`src/rtl/ipi_pkg.sv`:
```
package ipi_pkg;
  localparam int DATA_W  = 32;
  localparam int VEC_W   = 8;
  localparam int LEG_W   = 8;
  localparam int DLV_W   = 3;
  localparam int SH_W    = 2;
  localparam int POS_DLV = 8;
  localparam int POS_LOG = 11;
  localparam int POS_BSY = 12;
  localparam int POS_LVL = 14;
  localparam int POS_TRG = 15;
  localparam int POS_SH  = 18;
  localparam logic [DATA_W-1:0] SELF_BASE = 32'h0004_0000;
  localparam logic [3:0] FMT_FLAT    = 4'hF;
  localparam logic [3:0] FMT_CLUSTER = 4'h0;

  typedef enum logic [2:0] {
    SEL_CMD_LO = 3'd0,
    SEL_CMD_HI = 3'd1,
    SEL_SELF   = 3'd2,
    SEL_LDEST  = 3'd3,
    SEL_DFMT   = 3'd4
  } ipi_sel_e;

  typedef enum logic [SH_W-1:0] {
    SH_NONE    = 2'd0,
    SH_SELF    = 2'd1,
    SH_ALL_INC = 2'd2,
    SH_ALL_EXC = 2'd3
  } ipi_sh_e;

  typedef struct packed {
    logic [VEC_W-1:0]  vector;
    logic [DLV_W-1:0]  dlv;
    logic              logical;
    logic              level;
    logic              trig;
    logic [SH_W-1:0]   sh;
    logic [DATA_W-1:0] dest;
  } ipi_cmd_t;

  function automatic ipi_cmd_t ipi_decode(input logic [DATA_W-1:0] lo,
                                          input logic [DATA_W-1:0] hi,
                                          input logic ext);
    ipi_cmd_t c;
    c.vector  = lo[VEC_W-1:0];
    c.dlv     = lo[POS_DLV +: DLV_W];
    c.logical = lo[POS_LOG];
    c.level   = lo[POS_LVL];
    c.trig    = lo[POS_TRG];
    c.sh      = lo[POS_SH +: SH_W];
    c.dest    = ext ? hi : {{(DATA_W-LEG_W){1'b0}}, hi[DATA_W-1 -: LEG_W]};
    return c;
  endfunction
endpackage

```
`src/rtl/ipi_cmd_regs.sv`:
```
module ipi_cmd_regs
  import ipi_pkg::*;
(
  input  logic              clk,
  input  logic              rst_n,
  input  logic              ext_mode,
  input  logic              wr_en,
  input  logic [2:0]        wr_sel,
  input  logic [DATA_W-1:0] wr_data,
  output logic [DATA_W-1:0] cmd_lo,
  output logic [DATA_W-1:0] cmd_hi,
  output logic              send_valid,
  output ipi_cmd_t          send_cmd
);
  localparam logic [DATA_W-1:0] BSY_CLR = ~(DATA_W'(1) << POS_BSY);

  logic [DATA_W-1:0] self_word;
  assign self_word = SELF_BASE | {{(DATA_W-VEC_W){1'b0}}, wr_data[VEC_W-1:0]};

  always_ff @(posedge clk) begin
    if (!rst_n) begin
      cmd_lo     <= '0;
      cmd_hi     <= '0;
      send_valid <= 1'b0;
      send_cmd   <= '0;
    end else begin
      send_valid <= 1'b0;
      if (wr_en) begin
        case (ipi_sel_e'(wr_sel))
          SEL_CMD_LO: begin
            cmd_lo     <= wr_data & BSY_CLR;
            send_valid <= 1'b1;
            send_cmd   <= ipi_decode(wr_data, cmd_hi, ext_mode);
          end
          SEL_CMD_HI: cmd_hi <= wr_data;
          SEL_SELF: begin
            if (ext_mode) begin
              cmd_lo     <= self_word;
              send_valid <= 1'b1;
              send_cmd   <= ipi_decode(self_word, cmd_hi, ext_mode);
            end
          end
          default: ;
        endcase
      end
    end
  end
endmodule

```
`src/rtl/ipi_id_regs.sv`:
```
module ipi_id_regs
  import ipi_pkg::*;
(
  input  logic              clk,
  input  logic              rst_n,
  input  logic              ext_mode,
  input  logic              wr_en,
  input  logic [2:0]        wr_sel,
  input  logic [LEG_W-1:0]  wr_top,
  input  logic [15:0]       id_low,
  output logic [DATA_W-1:0] ldest_view,
  output logic [DATA_W-1:0] dfmt_view,
  output logic [LEG_W-1:0]  leg_lid,
  output logic [3:0]        fmt_model,
  output logic [DATA_W-1:0] ext_lid
);
  localparam int LOW_W = DATA_W - LEG_W;

  logic [LEG_W-1:0] lid_q;
  logic [3:0]       fmt_q;

  always_ff @(posedge clk) begin
    if (!rst_n) begin
      lid_q <= '0;
      fmt_q <= FMT_FLAT;
    end else if (wr_en && !ext_mode) begin
      if (ipi_sel_e'(wr_sel) == SEL_LDEST) lid_q <= wr_top;
      if (ipi_sel_e'(wr_sel) == SEL_DFMT)  fmt_q <= wr_top[LEG_W-1 -: 4];
    end
  end

  logic [15:0] one_hot;
  always_comb begin
    one_hot = '0;
    one_hot[id_low[3:0]] = 1'b1;
  end

  assign ext_lid    = {id_low[15:4], 4'b0000, one_hot};
  assign leg_lid    = lid_q;
  assign fmt_model  = fmt_q;
  assign ldest_view = ext_mode ? ext_lid : {lid_q, {LOW_W{1'b0}}};
  assign dfmt_view  = {fmt_q, {(DATA_W-4){1'b1}}};
endmodule

```
`src/rtl/ipi_dest_match.sv`:
```
module ipi_dest_match
  import ipi_pkg::*;
(
  input  logic              ext_mode,
  input  logic [DATA_W-1:0] local_id,
  input  logic [LEG_W-1:0]  leg_lid,
  input  logic [3:0]        fmt_model,
  input  logic [DATA_W-1:0] ext_lid,
  input  logic [DATA_W-1:0] m_dest,
  input  logic              m_logical,
  input  logic [SH_W-1:0]   m_short,
  input  logic              m_is_self,
  output logic              m_hit
);
  localparam logic [LEG_W-1:0] BCAST = '1;

  logic phys_hit, flat_hit, clus_hit, leg_log_hit, ext_log_hit, dest_hit;
  logic [LEG_W-1:0] mda;

  assign mda = m_dest[LEG_W-1:0];

  always_comb begin
    if (ext_mode)
      phys_hit = (m_dest == local_id) || (m_dest == {{(DATA_W-LEG_W){1'b0}}, BCAST});
    else
      phys_hit = (mda == local_id[LEG_W-1:0]) || (mda == BCAST);
  end

  assign flat_hit    = |(leg_lid & mda);
  assign clus_hit    = (leg_lid[7:4] == mda[7:4]) && (|(leg_lid[3:0] & mda[3:0]));
  assign ext_log_hit = |(ext_lid & m_dest);

  always_comb begin
    case (fmt_model)
      FMT_FLAT:    leg_log_hit = flat_hit;
      FMT_CLUSTER: leg_log_hit = clus_hit;
      default:     leg_log_hit = 1'b0;
    endcase
  end

  assign dest_hit = !m_logical ? phys_hit : (ext_mode ? ext_log_hit : leg_log_hit);

  always_comb begin
    case (ipi_sh_e'(m_short))
      SH_NONE:    m_hit = dest_hit;
      SH_SELF:    m_hit = m_is_self;
      SH_ALL_INC: m_hit = 1'b1;
      default:    m_hit = !m_is_self;
    endcase
  end
endmodule

```
`src/rtl/ipi_unit.sv`:
```
module ipi_unit
  import ipi_pkg::*;
(
  input  logic        clk,
  input  logic        rst_n,
  input  logic        ext_mode,
  input  logic [31:0] local_id,
  input  logic        wr_en,
  input  logic [2:0]  wr_sel,
  input  logic [31:0] wr_data,
  input  logic [2:0]  rd_sel,
  output logic [31:0] rd_data,
  output logic        send_valid,
  output logic [7:0]  send_vector,
  output logic [2:0]  send_dlv,
  output logic        send_logical,
  output logic        send_level,
  output logic        send_trig,
  output logic [1:0]  send_short,
  output logic [31:0] send_dest,
  input  logic [31:0] m_dest,
  input  logic        m_logical,
  input  logic [1:0]  m_short,
  input  logic        m_is_self,
  output logic        m_hit
);
  logic [DATA_W-1:0] cmd_lo, cmd_hi, ldest_view, dfmt_view, ext_lid;
  logic [LEG_W-1:0]  leg_lid;
  logic [3:0]        fmt_model;
  ipi_cmd_t          send_cmd;

  ipi_cmd_regs u_cmd (
    .clk(clk), .rst_n(rst_n), .ext_mode(ext_mode),
    .wr_en(wr_en), .wr_sel(wr_sel), .wr_data(wr_data),
    .cmd_lo(cmd_lo), .cmd_hi(cmd_hi),
    .send_valid(send_valid), .send_cmd(send_cmd)
  );

  ipi_id_regs u_ids (
    .clk(clk), .rst_n(rst_n), .ext_mode(ext_mode),
    .wr_en(wr_en), .wr_sel(wr_sel), .wr_top(wr_data[DATA_W-1 -: LEG_W]),
    .id_low(local_id[15:0]),
    .ldest_view(ldest_view), .dfmt_view(dfmt_view),
    .leg_lid(leg_lid), .fmt_model(fmt_model), .ext_lid(ext_lid)
  );

  ipi_dest_match u_match (
    .ext_mode(ext_mode), .local_id(local_id),
    .leg_lid(leg_lid), .fmt_model(fmt_model), .ext_lid(ext_lid),
    .m_dest(m_dest), .m_logical(m_logical), .m_short(m_short),
    .m_is_self(m_is_self), .m_hit(m_hit)
  );

  always_comb begin
    case (ipi_sel_e'(rd_sel))
      SEL_CMD_LO: rd_data = cmd_lo;
      SEL_CMD_HI: rd_data = cmd_hi;
      SEL_LDEST:  rd_data = ldest_view;
      SEL_DFMT:   rd_data = dfmt_view;
      default:    rd_data = '0;
    endcase
  end

  assign send_vector  = send_cmd.vector;
  assign send_dlv     = send_cmd.dlv;
  assign send_logical = send_cmd.logical;
  assign send_level   = send_cmd.level;
  assign send_trig    = send_cmd.trig;
  assign send_short   = send_cmd.sh;
  assign send_dest    = send_cmd.dest;
endmodule

```
`config.mk`:
```
export PLATFORM = sky130hd
export DESIGN_NAME = ipi_unit
export DESIGN_NICKNAME = d
export VERILOG_FILES = /design/src/rtl/ipi_pkg.sv /design/src/rtl/ipi_cmd_regs.sv /design/src/rtl/ipi_id_regs.sv /design/src/rtl/ipi_dest_match.sv /design/src/rtl/ipi_unit.sv
export SDC_FILE = /design/constraint.sdc
export NUM_CORES = 1
export LEC_CHECK = 0
export BUFFER_PORTS_ARGS = -buffer_cell sky130_fd_sc_hd__buf_2
export CAP_MARGIN = 20
export CORE_UTILIZATION = 57
export DETAILED_ROUTE_END_ITERATION = 10
export PLACE_DENSITY_LB_ADDON = 0.05
export RECOVER_POWER = 100
export SLEW_MARGIN = 5
export SYNTH_ARGS = -nofsm -noshare
export SYNTH_HDL_FRONTEND = slang
export SYNTH_HIERARCHICAL = 1
export SYNTH_SLANG_ARGS = --single-unit
```
`constraint.sdc`:
```
create_clock -name clk -period 3.6 [get_ports clk]
set_clock_uncertainty 0.05 [all_clocks]
set_input_delay 0.36 -clock clk [delete_from_list [all_inputs] [get_ports clk]]
set_output_delay 0.36 -clock clk [all_outputs]
set_load 0.05 [all_outputs]
```
Word-level counts from Yosys, hierarchy flattened
Index checks and enable logic that the tools add are counted.
{"block": "op_classes", "mux": 16, "eq_ne": 16, "n_reduce_logical": 20, "bitwise_logic": 3, "order_cmp": 2}
{"op": "one-hot mux 32 bit (4 select lines)", "count": 1}
{"op": "two-way mux 32 bit", "count": 3}
{"op": "one-hot mux 48 bit (2 select lines)", "count": 1}
{"op": "one-hot mux 32 bit (2 select lines)", "count": 1}
{"op": "two-way mux 48 bit", "count": 1}
{"op": "AND 32 bit", "count": 1}
{"op": "equality test 32 bit", "count": 1}
{"op": "equality test 32 x 8 -> 1 bit, second input constant", "count": 1}
{"op": "OR reduction 32 bit", "count": 1}
{"op": "equality test 3 x 2 -> 1 bit, second input constant", "count": 3}
{"op": "AND 8 bit", "count": 1}
{"op": "equality test 8 bit", "count": 1}
{"op": "equality test 8 bit, second input constant", "count": 1}
{"op": "AND reduction 2 bit", "count": 4}
{"op": "OR reduction 8 bit", "count": 1}
{"op": "equality test 3 x 1 -> 1 bit, second input constant", "count": 2}
{"op": "equality test 3 bit, second input constant", "count": 2}
{"op": "logical NOT 3 bit", "count": 2}
{"op": "< comparator 4 x 5 -> 1 bit, second input constant", "count": 1}
{"op": "two-way mux 1 bit", "count": 5}
{"op": "AND 4 bit", "count": 1}
{"op": "demux 1 bit (select 4 bit)", "count": 1}
{"op": "equality test 4 bit", "count": 1}
{"op": "equality test 4 bit, second input constant", "count": 1}
{"op": "14 further kinds", "count": 19}
{"block": "totals", "register_bits": 125, "out_inout_bits": 82, "word_cells": 69}

Logic depth before layout (Yosys ltp)
Gate-level depths: netlist (run 1).
{"block": "logic_depth", "word_depth": 9, "ltp_mapped": 8, "ltp_nobuf": 7}

Cells and area by module
The synthesis (run 1) kept the hierarchy.
{"module": "ipi_cmd_regs", "cells_each": 410, "n_inst": 1, "area_per_inst_um2": 3594.7}
{"module": "ipi_id_regs", "cells_each": 171, "n_inst": 1, "area_per_inst_um2": 1273.7}
{"module": "ipi_unit", "cells_each": 118, "n_inst": 1, "area_per_inst_um2": 895.9}
{"module": "ipi_dest_match", "cells_each": 96, "n_inst": 1, "area_per_inst_um2": 742.0}

Worst setup path after synthesis (run 1)
Ideal clock, no wire load.
{"block": "synth_timing", "path_type": "input-to-output", "start": "in local_id[3]", "end": "out m_hit", "path_buffers": 1, "stages": 7, "path_slack_ns": 1.202, "arrival_time_ns": 1.988, "cell_sequence": "clkbuf_1 -> nand2b_1 -> nor2_1 -> a221oi_2 -> nand4b_1 -> or4_1 -> o211a_1"}
{"block": "synth_between", "elab_chain_cells": 9}
{"element": "start: declaration", "line_no": "ipi_unit.sv:7", "rtl": "input logic [31:0] local_id,"}
{"element": "< comparator 4 x 5 -> 1 bit (not written as such) or >= comparator 4 x 1 -> 1 bit (tied branches)", "line_no": "ipi_id_regs.sv:35", "rtl": "one_hot[id_low[3:0]] = 1'b1;"}
{"element": "logical AND 1 bit (not written as such)", "line_no": "ipi_id_regs.sv:35"}
{"element": "two-way mux 1 bit (not written as such)", "line_no": "ipi_id_regs.sv:35"}
{"element": "demux 1 bit (select 4 bit) (*)"}
{"element": "via ext_lid[5]", "line_no": "ipi_unit.sv:27", "rtl": "logic [DATA_W-1:0] cmd_lo, cmd_hi, ldest_view, dfmt_view, ext_lid;"}
{"element": "AND 32 bit (*)", "line_no": "ipi_dest_match.sv:31", "rtl": "assign ext_log_hit = |(ext_lid & m_dest);"}
{"element": "OR reduction 32 bit (*)", "line_no": "ipi_dest_match.sv:31"}
{"element": "two-way mux 1 bit (*) (2 in series)", "line_no": "ipi_dest_match.sv:41", "rtl": "assign dest_hit = !m_logical ? phys_hit : (ext_mode ? ext_log_hit : leg_log_hit);"}
{"element": "one-hot mux 1 bit (3 select lines) (*)", "line_no": "ipi_dest_match.sv:44", "rtl": "case (ipi_sh_e'(m_short))"}
{"element": "end: declaration", "line_no": "ipi_unit.sv:25", "rtl": "output logic m_hit"}
Mark *: on every way through the listed nets, which the timed path passes. The rest lies on a longest branch.

Worst setup path after layout (run 1)
{"block": "layout_timing", "start": "in rd_sel[0]", "end": "out rd_data[4]"}
{"block": "layout_between", "elab_chain_cells": 2}
{"element": "start: declaration", "line_no": "ipi_unit.sv:11", "rtl": "input logic [2:0] rd_sel,"}
{"element": "equality test 3 bit (tied with other cells)", "line_no": "ipi_unit.sv:55", "rtl": "case (ipi_sel_e'(rd_sel))"}
{"element": "one-hot mux 32 bit (4 select lines) (*)", "line_no": "ipi_unit.sv:55"}
{"element": "end: declaration", "line_no": "ipi_unit.sv:12", "rtl": "output logic [31:0] rd_data,"}
Every way passes the cells marked *; elsewhere a longest branch is shown, timed or not.

==> flow_metrics.py, run 1 <==
metrics = {
    "outcome": {
        "status": "complete, but fails checks",
        "failed_checks": "capacitance limit, slew limit",
    },
    "detailed_routing": {
        "dr.pass1.iters": 6,
        "vias_per_cell": 5.93,
        "wl_per_cell_um": 19.2,
        "drc": 0,
        "antenna_left": 0,
        "drt_iter0_drc": 596,
        "wl_um": 20300,
        "vias": 6271,
    },
    "placement": {
        "globalplace.congestion": 0.928,
        "dpl_cell_area_um2": 7020,
        "place_hpwl_um": 14900,
        "port_buffers": 191,
        "pre_cts_slack_ps": 901,
    },
    "setup_path": {
        "crit_path_end_kind": "output port",
        "start_kind": "input port",
        "worstSetupPathType": "input port to output port",
        "required_ps": 3190,
        "cp_max_fo": 34,
        "cp.arrival_ps": 2720,
    },
    "clock_tree": {
        "postCtsSetupRepairBufs": 0,
        "cts_resized": 0,
        "ctsHoldBuffers": 0,
        "clk_pin_slew_ps": 70,
        "cts_sinks": 108,
        "root_buffer": "clkbuf_16",
        "cts_tree": "yes",
        "cts-buffers-inserted": 9,
        "htreeDepth": 3,
        "cts_buffer_depth": 2,
        "clk_latency_ps": 350,
    },
    "timing": {
        "max_freq_mhz": 319,
        "setup_viol": 0,
        "maxSlewHeadroom": -0.00772,
        "worstMarginPinSlew_ps": 1500,
        "fin_crit_ps": 3130,
        "hold_violations": 0,
        "fin_crit_sh": 0.870,
        "slew_viol_final": 9,
        "tns_ps": 0,
        "rsz0062_at_grt": "no",
        "setup_ws_ps": 470,
    },
    "die": {
        "die_w_um": 109,
        "num_rows": 38,
        "die-area_um2": 11800,
        "core_area_um2": 11000,
        "top_level_ports": 192,
        "start_util": 0.592,
        "dieHeight_um": 109,
    },
    "finish": {
        "final_area_um2": 7240,
        "fillers": 972,
        "multi_input_area_um2": 3640,
        "antenna_cells": 0,
        "nets": 1026,
        "seq_area_um2": 2160,
        "layout-drive-gt1-share": 0.205,
        "area_growth_pct": 11.3,
    },
    "logic_synthesis": {
        "yosys.area.top_type": "dfxtp_1",
        "synth_area_um2": 6510,
        "syn_inst": 795,
        "synth-seq-area-share": 0.332,
        "synth_top_cell_area_share": 0.332,
        "ys_ff_latch": 108,
        "syn_area_per_cell_um2": 8.18,
        "synth_flop_cell": "dfxtp_1",
        "async_flop_share": 0,
        "synth-edff-count": 0,
        "synth_area_leaders": "dfxtp_1, buf_4, mux2i_1",
        "yosysWarnings": 6,
        "yosysUniqueCellTypes": 55,
    },
    "job": {
        "drv_cap": 1,
    },
    "power": {
        "power_density_nw_per_um2": 380,
        "peakVddDrop_mv": 0.386,
        "p_total_mw": 2.75,
        "p_leak_nw": 2.77,
    },
    "global_routing": {
        "globalRouteTotalUtil": 0.337,
        "grt_pass1_vias": 5736,
        "gr-total-overflow": 0,
        "grt_pass1_wl_um": 30400,
        "antenna_found_initial": 0,
        "grt_start_max_net_pins": 68,
    },
    "min_path": {
        "min_path_type": "input port to flip-flop",
    },
}
-- per-layer routing --
layer,track usage,share of wire,vias to the layer above
met5,0,0,-
met4,0.0801,0.016,0
met3,0.0705,0.080,27
met2,0.572,0.48,303
met1,0.437,0.43,2955
li1,-,-,2986
-- per-stage QoR --
step                       util  std cells  hold WS (ps)
after floorplan               -        829           395
after global placement    0.639       1039           403
after detailed placement  0.639       1039           414
after CTS                 0.667       1055           173
after global routing      0.659       1057           178
final                     0.659       1057           181
-- worst paths after layout --
path                    start                  to  slack [ps]  depth (start not counted)
max                 rd_sel[0]          rd_data[4]         470                          6
min                wr_data[8]  u_cmd/send_cmd[37]         180                          2
max reg2reg  u_cmd/cmd_hi[24]   u_cmd/send_cmd[0]        2650                          2
min reg2reg  u_cmd/cmd_hi[18]    u_cmd/cmd_hi[18]         420                          2
-- flip-flops by register name (all words and copies together) (netlist names) --
| name | cells |
|---|---|
| u_cmd/cmd_hi | 32 |
| u_cmd/cmd_lo | 21 |
| u_cmd/send_cmd | 42 |
| u_cmd/send_valid | 1 |
| u_ids/fmt_model | 4 |
| u_ids/leg_lid | 8 |
-- logic make-up (layout without fill, tap and decap cells) --
family                   count (synthesis)  after routing  synth area share
AO/OA/AOI/OAI                          223            223             0.217
XOR/XNOR                                33             33            0.0444
adder cells (fa/ha/maj)                  4              4           0.00769
buffers and inverters                  129            217             0.127
flip-flops                             108            108             0.332
multiplexers                            52             52            0.0817
other                                    3             37           0.00173
AND/OR/NAND/NOR                        243            243             0.188
-- Yosys cell counts, types with 24 or more instances --
cell	instances
nor3_1	24
dfxtp_1	108
a21oi_1	76
xor2_1	24
a32oi_1	31
o21ai_0	42
nand2_1	111
buf_4	70
clkbuf_1	29
mux2i_1	43
nor2_1	32
o21ai_1	31
-- worst max-delay path, stage by stage --
cell and delay, ps:
clkbuf_2 560, nor3b_1 460, clkbuf_2 550, a32oi_1 90
o21ai_1 180, clkbuf_1 510
-- placed cells by master, fill, tap and decap left out, types with 3 or more instances in the layout --
cell / n
a21oi_1: 75
a22o_1: 5
a22o_2: 20
a22oi_1: 10
a32oi_1: 31
and2_1: 4
buf_2: 123
buf_4: 5
clkbuf_1: 67
clkbuf_16: 9
clkbuf_2: 3
conb_1: 37
dfxtp_1: 108
ha_1: 4
inv_6: 3
mux2_2: 9
mux2i_1: 43
nand2_1: 111
nand2b_1: 6
nand3_1: 12
nand4_1: 9
nor2_1: 32
nor2b_1: 8
nor3_1: 25
nor4_1: 15
o21ai_0: 42
o21ai_1: 31
or4_1: 3
xnor2_1: 9
xor2_1: 24
-- cell type report --
cell class                      count  area share
Multi-Input combinational cell    592       0.503
Sequential cell                   108       0.299
Timing Repair Buffer              200       0.131
Clock buffer                        9      0.0311
Tap cell                          140      0.0242
Clock inverter                      7      0.0112
Inverter                            1    0.000518
-- power by group --
group / switching, mW / internal, mW / total, mW
clock: 0.470 / 0.552 / 1.02
combinational: 0.342 / 0.154 / 0.497
sequential: 0.0180 / 1.22 / 1.23
total: 0.830 / 1.92 / 2.75
(Power assumes the default switching activity.)
==> inputs of run 2 (changes only) <==
CORE_ASPECT_RATIO = 0.6   (was unset)
==> flow_metrics.py, run 2 (synthesis gave the netlist of run 1 again) <==
metrics = {
    "setup_path": {
        "start_kind": "flip-flop",
        "cp_slowest_cell": "or4_1",
        "worstSetupEndpoint": "m_hit",
        "required_ps": 3190,
        "cp_cell_sequence": "ha_1 -> or4_1 -> o21ai_1 -> a211oi_1 -> a21oi_1 -> o211a_1 -> clkbuf_1",
        "r2r_slack_ps": 2670,
        "worst_r2r_endpoint": "u_cmd/send_cmd[2]",
        "crit_path_end_kind": "output port",
        "cp_max_fo": 3,
        "reg2reg_from": "u_cmd/cmd_hi[26]",
        "critical_path_buf_inv_count": 1,
        "critPathTopFamily": "compound AO/OA/AOI/OAI gates",
        "cp-startpoint": "u_ids/leg_lid[5]",
        "reg2reg_depth": 2,
        "worst-path-stages": 7,
        "worstSetupPathType": "flip-flop to output port",
        "max_stage_delay_ps": 530,
        "cp.arrival_ps": 2730,
    },
    "clock_tree": {
        "cts_resized": 0,
        "cts-buffers-inserted": 9,
        "clk_pin_slew_ps": 70,
        "ctsHoldBuffers": 0,
        "clk_latency_ps": 350,
        "htreeDepth": 3,
        "postCtsSetupRepairBufs": 0,
        "cts_tree": "yes",
        "cts_sinks": 108,
        "root_buffer": "clkbuf_16",
        "cts_buffer_depth": 2,
    },
    "finish": {
        "reg_top3": "u_cmd/send_cmd: 42 flops, u_cmd/cmd_hi: 32 flops, u_cmd/cmd_lo: 21 flops",
        "largest_reg_flops": 42,
        "area_growth_pct": 11.1,
        "fillers": 949,
        "fin_util": 0.666,
        "layout-drive-gt1-share": 0.197,
        "layout_commonest_cell": "buf_2",
        "nets": 1025,
        "layout_common_cells": "buf_2, nand2_1, dfxtp_1",
        "largest_register": "u_cmd/send_cmd",
    },
    "timing": {
        "setup_viol": 0,
        "rsz0062_at_grt": "no",
        "maxSlewHeadroom": -0.385,
        "worstMarginPinSlew_ps": 2050,
        "setup_ws_ps": 463,
        "fin_crit_sh": 0.871,
        "hold_violations": 0,
        "fin_crit_ps": 3140,
        "max_freq_mhz": 319,
        "tns_ps": 0,
        "slew_viol_final": 22,
        "holdWs_ps": 197,
    },
    "die": {
        "core_area_um2": 10800,
        "dieHeight_um": 84.8,
        "die_w_um": 140,
        "die-area_um2": 11900,
        "top_level_ports": 192,
        "start_util": 0.600,
        "num_rows": 29,
    },
    "min_path": {
        "min_path_type": "input port to flip-flop",
        "hold_depth": 2,
    },
    "job": {
        "drv_cap": 2,
    },
    "detailed_routing": {
        "drc": 0,
        "drt_iter0_drc": 604,
        "dr.pass1.iters": 5,
        "vias_per_cell": 6.05,
        "antenna_left": 0,
        "wl_um": 20900,
        "vias": 6390,
        "wl_per_cell_um": 19.8,
    },
    "placement": {
        "port_buffers": 191,
        "pre_cts_slack_ps": 925,
        "globalplace.congestion": 0.955,
        "place_hpwl_um": 15900,
    },
    "global_routing": {
        "grt_pass1_vias": 5829,
        "grt_pass1_wl_um": 32100,
        "grt_start_max_net_pins": 41,
        "antenna_found_initial": 3,
        "gr-total-overflow": 0,
        "globalRouteTotalUtil": 0.352,
    },
    "power": {
        "power_density_nw_per_um2": 385,
        "p_leak_nw": 2.75,
        "p_total_mw": 2.78,
        "peakVddDrop_mv": 0.275,
    },
    "outcome": {
        "failed_checks": "capacitance limit, slew limit",
        "status": "complete, but fails checks",
    },
}
run 2: worst min-delay path by stage:
stage,startpoint,slack (ps),to
after floorplan,u_ids/leg_lid[2],400,u_ids/leg_lid[2]
after global placement,u_cmd/cmd_hi[2],410,u_cmd/cmd_hi[2]
after detailed placement,u_cmd/cmd_hi[5],410,u_cmd/cmd_hi[5]
after CTS,wr_data[13],190,u_cmd/cmd_lo[13]
after global routing,wr_data[15],190,u_cmd/cmd_lo[15]
final,wr_data[13],200,u_cmd/cmd_lo[13]
run 2: worst reg2reg max path, delay by kind of cell, from the launching register on:
family / cells / cell delay, ps
flip-flops: 1 / 480
AND/OR/NAND/NOR: 2 / 320
run 2: area by class of cell:
type                            instances  area [µm²]  share of cell area
Multi-Input combinational cell        592        3620               0.501
Sequential cell                       108        2160               0.299
Timing Repair Buffer                  199         940               0.130
Clock buffer                           11         253              0.0350
Tap cell                              139         174              0.0241
Clock inverter                          5        67.6             0.00935
Antenna cell                            2        5.00            0.000692
Inverter                                1        3.75            0.000519
run 2: metrics by stage:
| stage | instances | area (µm²) |
|---|---|---|
| 3_5_place_dp | 1038 | 7030 |
| 6_report | 1057 | 7230 |
| 3_3_place_gp | 1038 | 7030 |
| 2_1_floorplan | 829 | 6630 |
| 5_1_grt | 1056 | 7230 |
| 4_1_cts | 1054 | 7350 |
run 2: routing by layer:
layer  part of all wire  wire (µm)  track usage  vias to the layer above
met3               0.10       2190       0.0918                       24
met5            0.00062         13            0                        -
met2               0.41       8630        0.514                      341
met4              0.011        235       0.0839                        2
li1                   -          -            -                     2981
met1               0.47       9830        0.512                     3042
run 2: where the power goes:
| group | switching (mW) | internal [mW] | total [mW] |
|---|---|---|---|
| Combinational | 0.345 | 0.152 | 0.497 |
| Clock | 0.459 | 0.588 | 1.05 |
| Sequential | 0.0196 | 1.22 | 1.24 |
==> inputs of run 3 (changes only) <==
==> constraint.sdc (replaced) <==
create_clock -name clk -period 3.6 [get_ports clk]
set_clock_uncertainty 0.05 [all_clocks]
set_input_delay 0.54 -clock clk [delete_from_list [all_inputs] [get_ports clk]]
set_output_delay 0.54 -clock clk [all_outputs]
set_load 0.05 [all_outputs]
==> flow_metrics.py, run 3 (synthesis gave the netlist of run 1 again) <==
metrics = {
    "timing": {
        "worstMarginPinSlew_ps": 2060,
        "fin_crit_ps": 3270,
        "maxSlewHeadroom": -0.393,
        "fin_crit_sh": 0.907,
        "slew_viol_final": 27,
        "max_freq_mhz": 306,
        "tns_ps": 0,
        "hold_violations": 0,
        "rsz0062_at_grt": "no",
        "setup_ws_ps": 334,
        "setup_viol": 0,
    },
    "finish": {
        "fillers": 981,
        "multi_input_area_um2": 3610,
        "layout-drive-gt1-share": 0.188,
        "area_growth_pct": 11.0,
        "fin_util": 0.665,
        "layout_common_cells": "nand2_1, buf_2, dfxtp_1",
        "stdcell_count": 1061,
        "largest_reg_flops": 42,
        "seq_area_um2": 2160,
        "reg_top3": "u_cmd/send_cmd: 42 flops, u_cmd/cmd_hi: 32 flops, u_cmd/cmd_lo: 21 flops",
        "layout_commonest_cell": "nand2_1",
        "largest_register": "u_cmd/send_cmd",
        "nets": 1029,
    },
    "clock_tree": {
        "clk_pin_slew_ps": 80,
        "root_buffer": "clkbuf_16",
        "cts-buffers-inserted": 9,
        "htreeDepth": 3,
        "cts_sinks": 108,
        "cts_tree": "yes",
        "postCtsSetupRepairBufs": 0,
        "ctsHoldBuffers": 0,
        "cts_resized": 0,
        "cts_buffer_depth": 2,
        "clk_latency_ps": 350,
    },
    "setup_path": {
        "start_kind": "flip-flop",
        "r2r_slack_ps": 2740,
        "cp.arrival_ps": 2680,
        "reg2reg_depth": 2,
        "crit_path_end_kind": "output port",
        "worstSetupPathType": "flip-flop to output port",
        "required_ps": 3010,
        "worst_r2r_endpoint": "u_cmd/send_cmd[5]",
        "reg2reg_from": "u_cmd/cmd_hi[29]",
        "cp_max_fo": 3,
    },
    "global_routing": {
        "grt_pass1_vias": 5958,
        "gr-total-overflow": 0,
        "grt_start_max_net_pins": 44,
        "grt_pass1_wl_um": 32000,
        "antenna_found_initial": 3,
        "globalRouteTotalUtil": 0.348,
    },
    "min_path": {
        "min_from": "wr_data[8]",
        "hold_end": "u_cmd/send_cmd[37]",
        "min_path_type": "input port to flip-flop",
        "hold_depth": 2,
    },
    "detailed_routing": {
        "antenna_left": 0,
        "vias": 6475,
        "dr.pass1.iters": 7,
        "wl_per_cell_um": 19.5,
        "wl_um": 20700,
        "drt_iter0_drc": 646,
        "vias_per_cell": 6.10,
        "drc": 0,
    },
    "placement": {
        "globalplace.congestion": 0.966,
        "place_hpwl_um": 15600,
        "port_buffers": 191,
        "pre_cts_slack_ps": 636,
        "dp.cells": 1042,
    },
    "die": {
        "die_w_um": 140,
        "start_util": 0.600,
        "num_rows": 29,
        "dieHeight_um": 84.8,
        "core_area_um2": 10800,
        "die-area_um2": 11900,
        "top_level_ports": 192,
    },
    "power": {
        "p_leak_nw": 2.71,
        "power_density_nw_per_um2": 385,
        "peakVddDrop_mv": 0.323,
    },
    "outcome": {
        "status": "complete, but fails checks",
        "failed_checks": "capacitance limit, slew limit",
    },
    "job": {
        "drv_cap": 3,
    },
}
## run 3: critical path, stage by stage (launching register included)
cell and delay [ps]:
dfxtp_1 420, ha_1 250, or4_1 520, o21ai_1 160, a211oi_1 90, a21oi_1 210
o211a_1 200, clkbuf_1 470
## run 3: where the power goes
group	switching [mW]	internal (mW)
registers	0.0190	1.22
logic	0.346	0.150
clock network	0.489	0.559
## run 3: area by class of cell
class | count | area share
multi-input cells | 592 | 0.501
flip-flops and latches | 108 | 0.299
repair buffers | 203 | 0.131
clock buffers | 9 | 0.0312
well taps | 139 | 0.0241
clock inverters | 7 | 0.0128
diodes | 2 | 0.000693
inverters | 1 | 0.000520
## run 3: how the worst max path moves through the flow
stage                           from               end  slack [ps]  cells after the start
floorplan                local_id[3]             m_hit         840                      7
global placement           m_dest[5]             m_hit         640                      8
detailed placement       local_id[1]             m_hit         640                      8
CTS                 u_ids/leg_lid[5]             m_hit         590                      7
global route                   wr_en  u_cmd/cmd_hi[26]         250                      5
finish              u_ids/leg_lid[5]             m_hit         330                      7
## run 3: metrics by stage
| step | power, mW | area, µm² | hold WS [ps] |
|---|---|---|---|
| after floorplan | 1.61 | 6630 | 395 |
| after global placement | 1.75 | 7060 | 407 |
| after detailed placement | 1.76 | 7060 | 411 |
| after CTS | 2.78 | 7380 | 365 |
| after global routing | 2.86 | 7220 | 358 |
| final | 2.78 | 7220 | 370 |
## run 3: per-layer routing
metal | up-vias | GRT usage | routed length [µm]
met1 | 3038 | 0.505 | 9400
met2 | 399 | 0.524 | 8660
li1 | 2997 | - | -
met3 | 39 | 0.0890 | 2310
met4 | 2 | 0.0579 | 331
met5 | - | 0 | 13
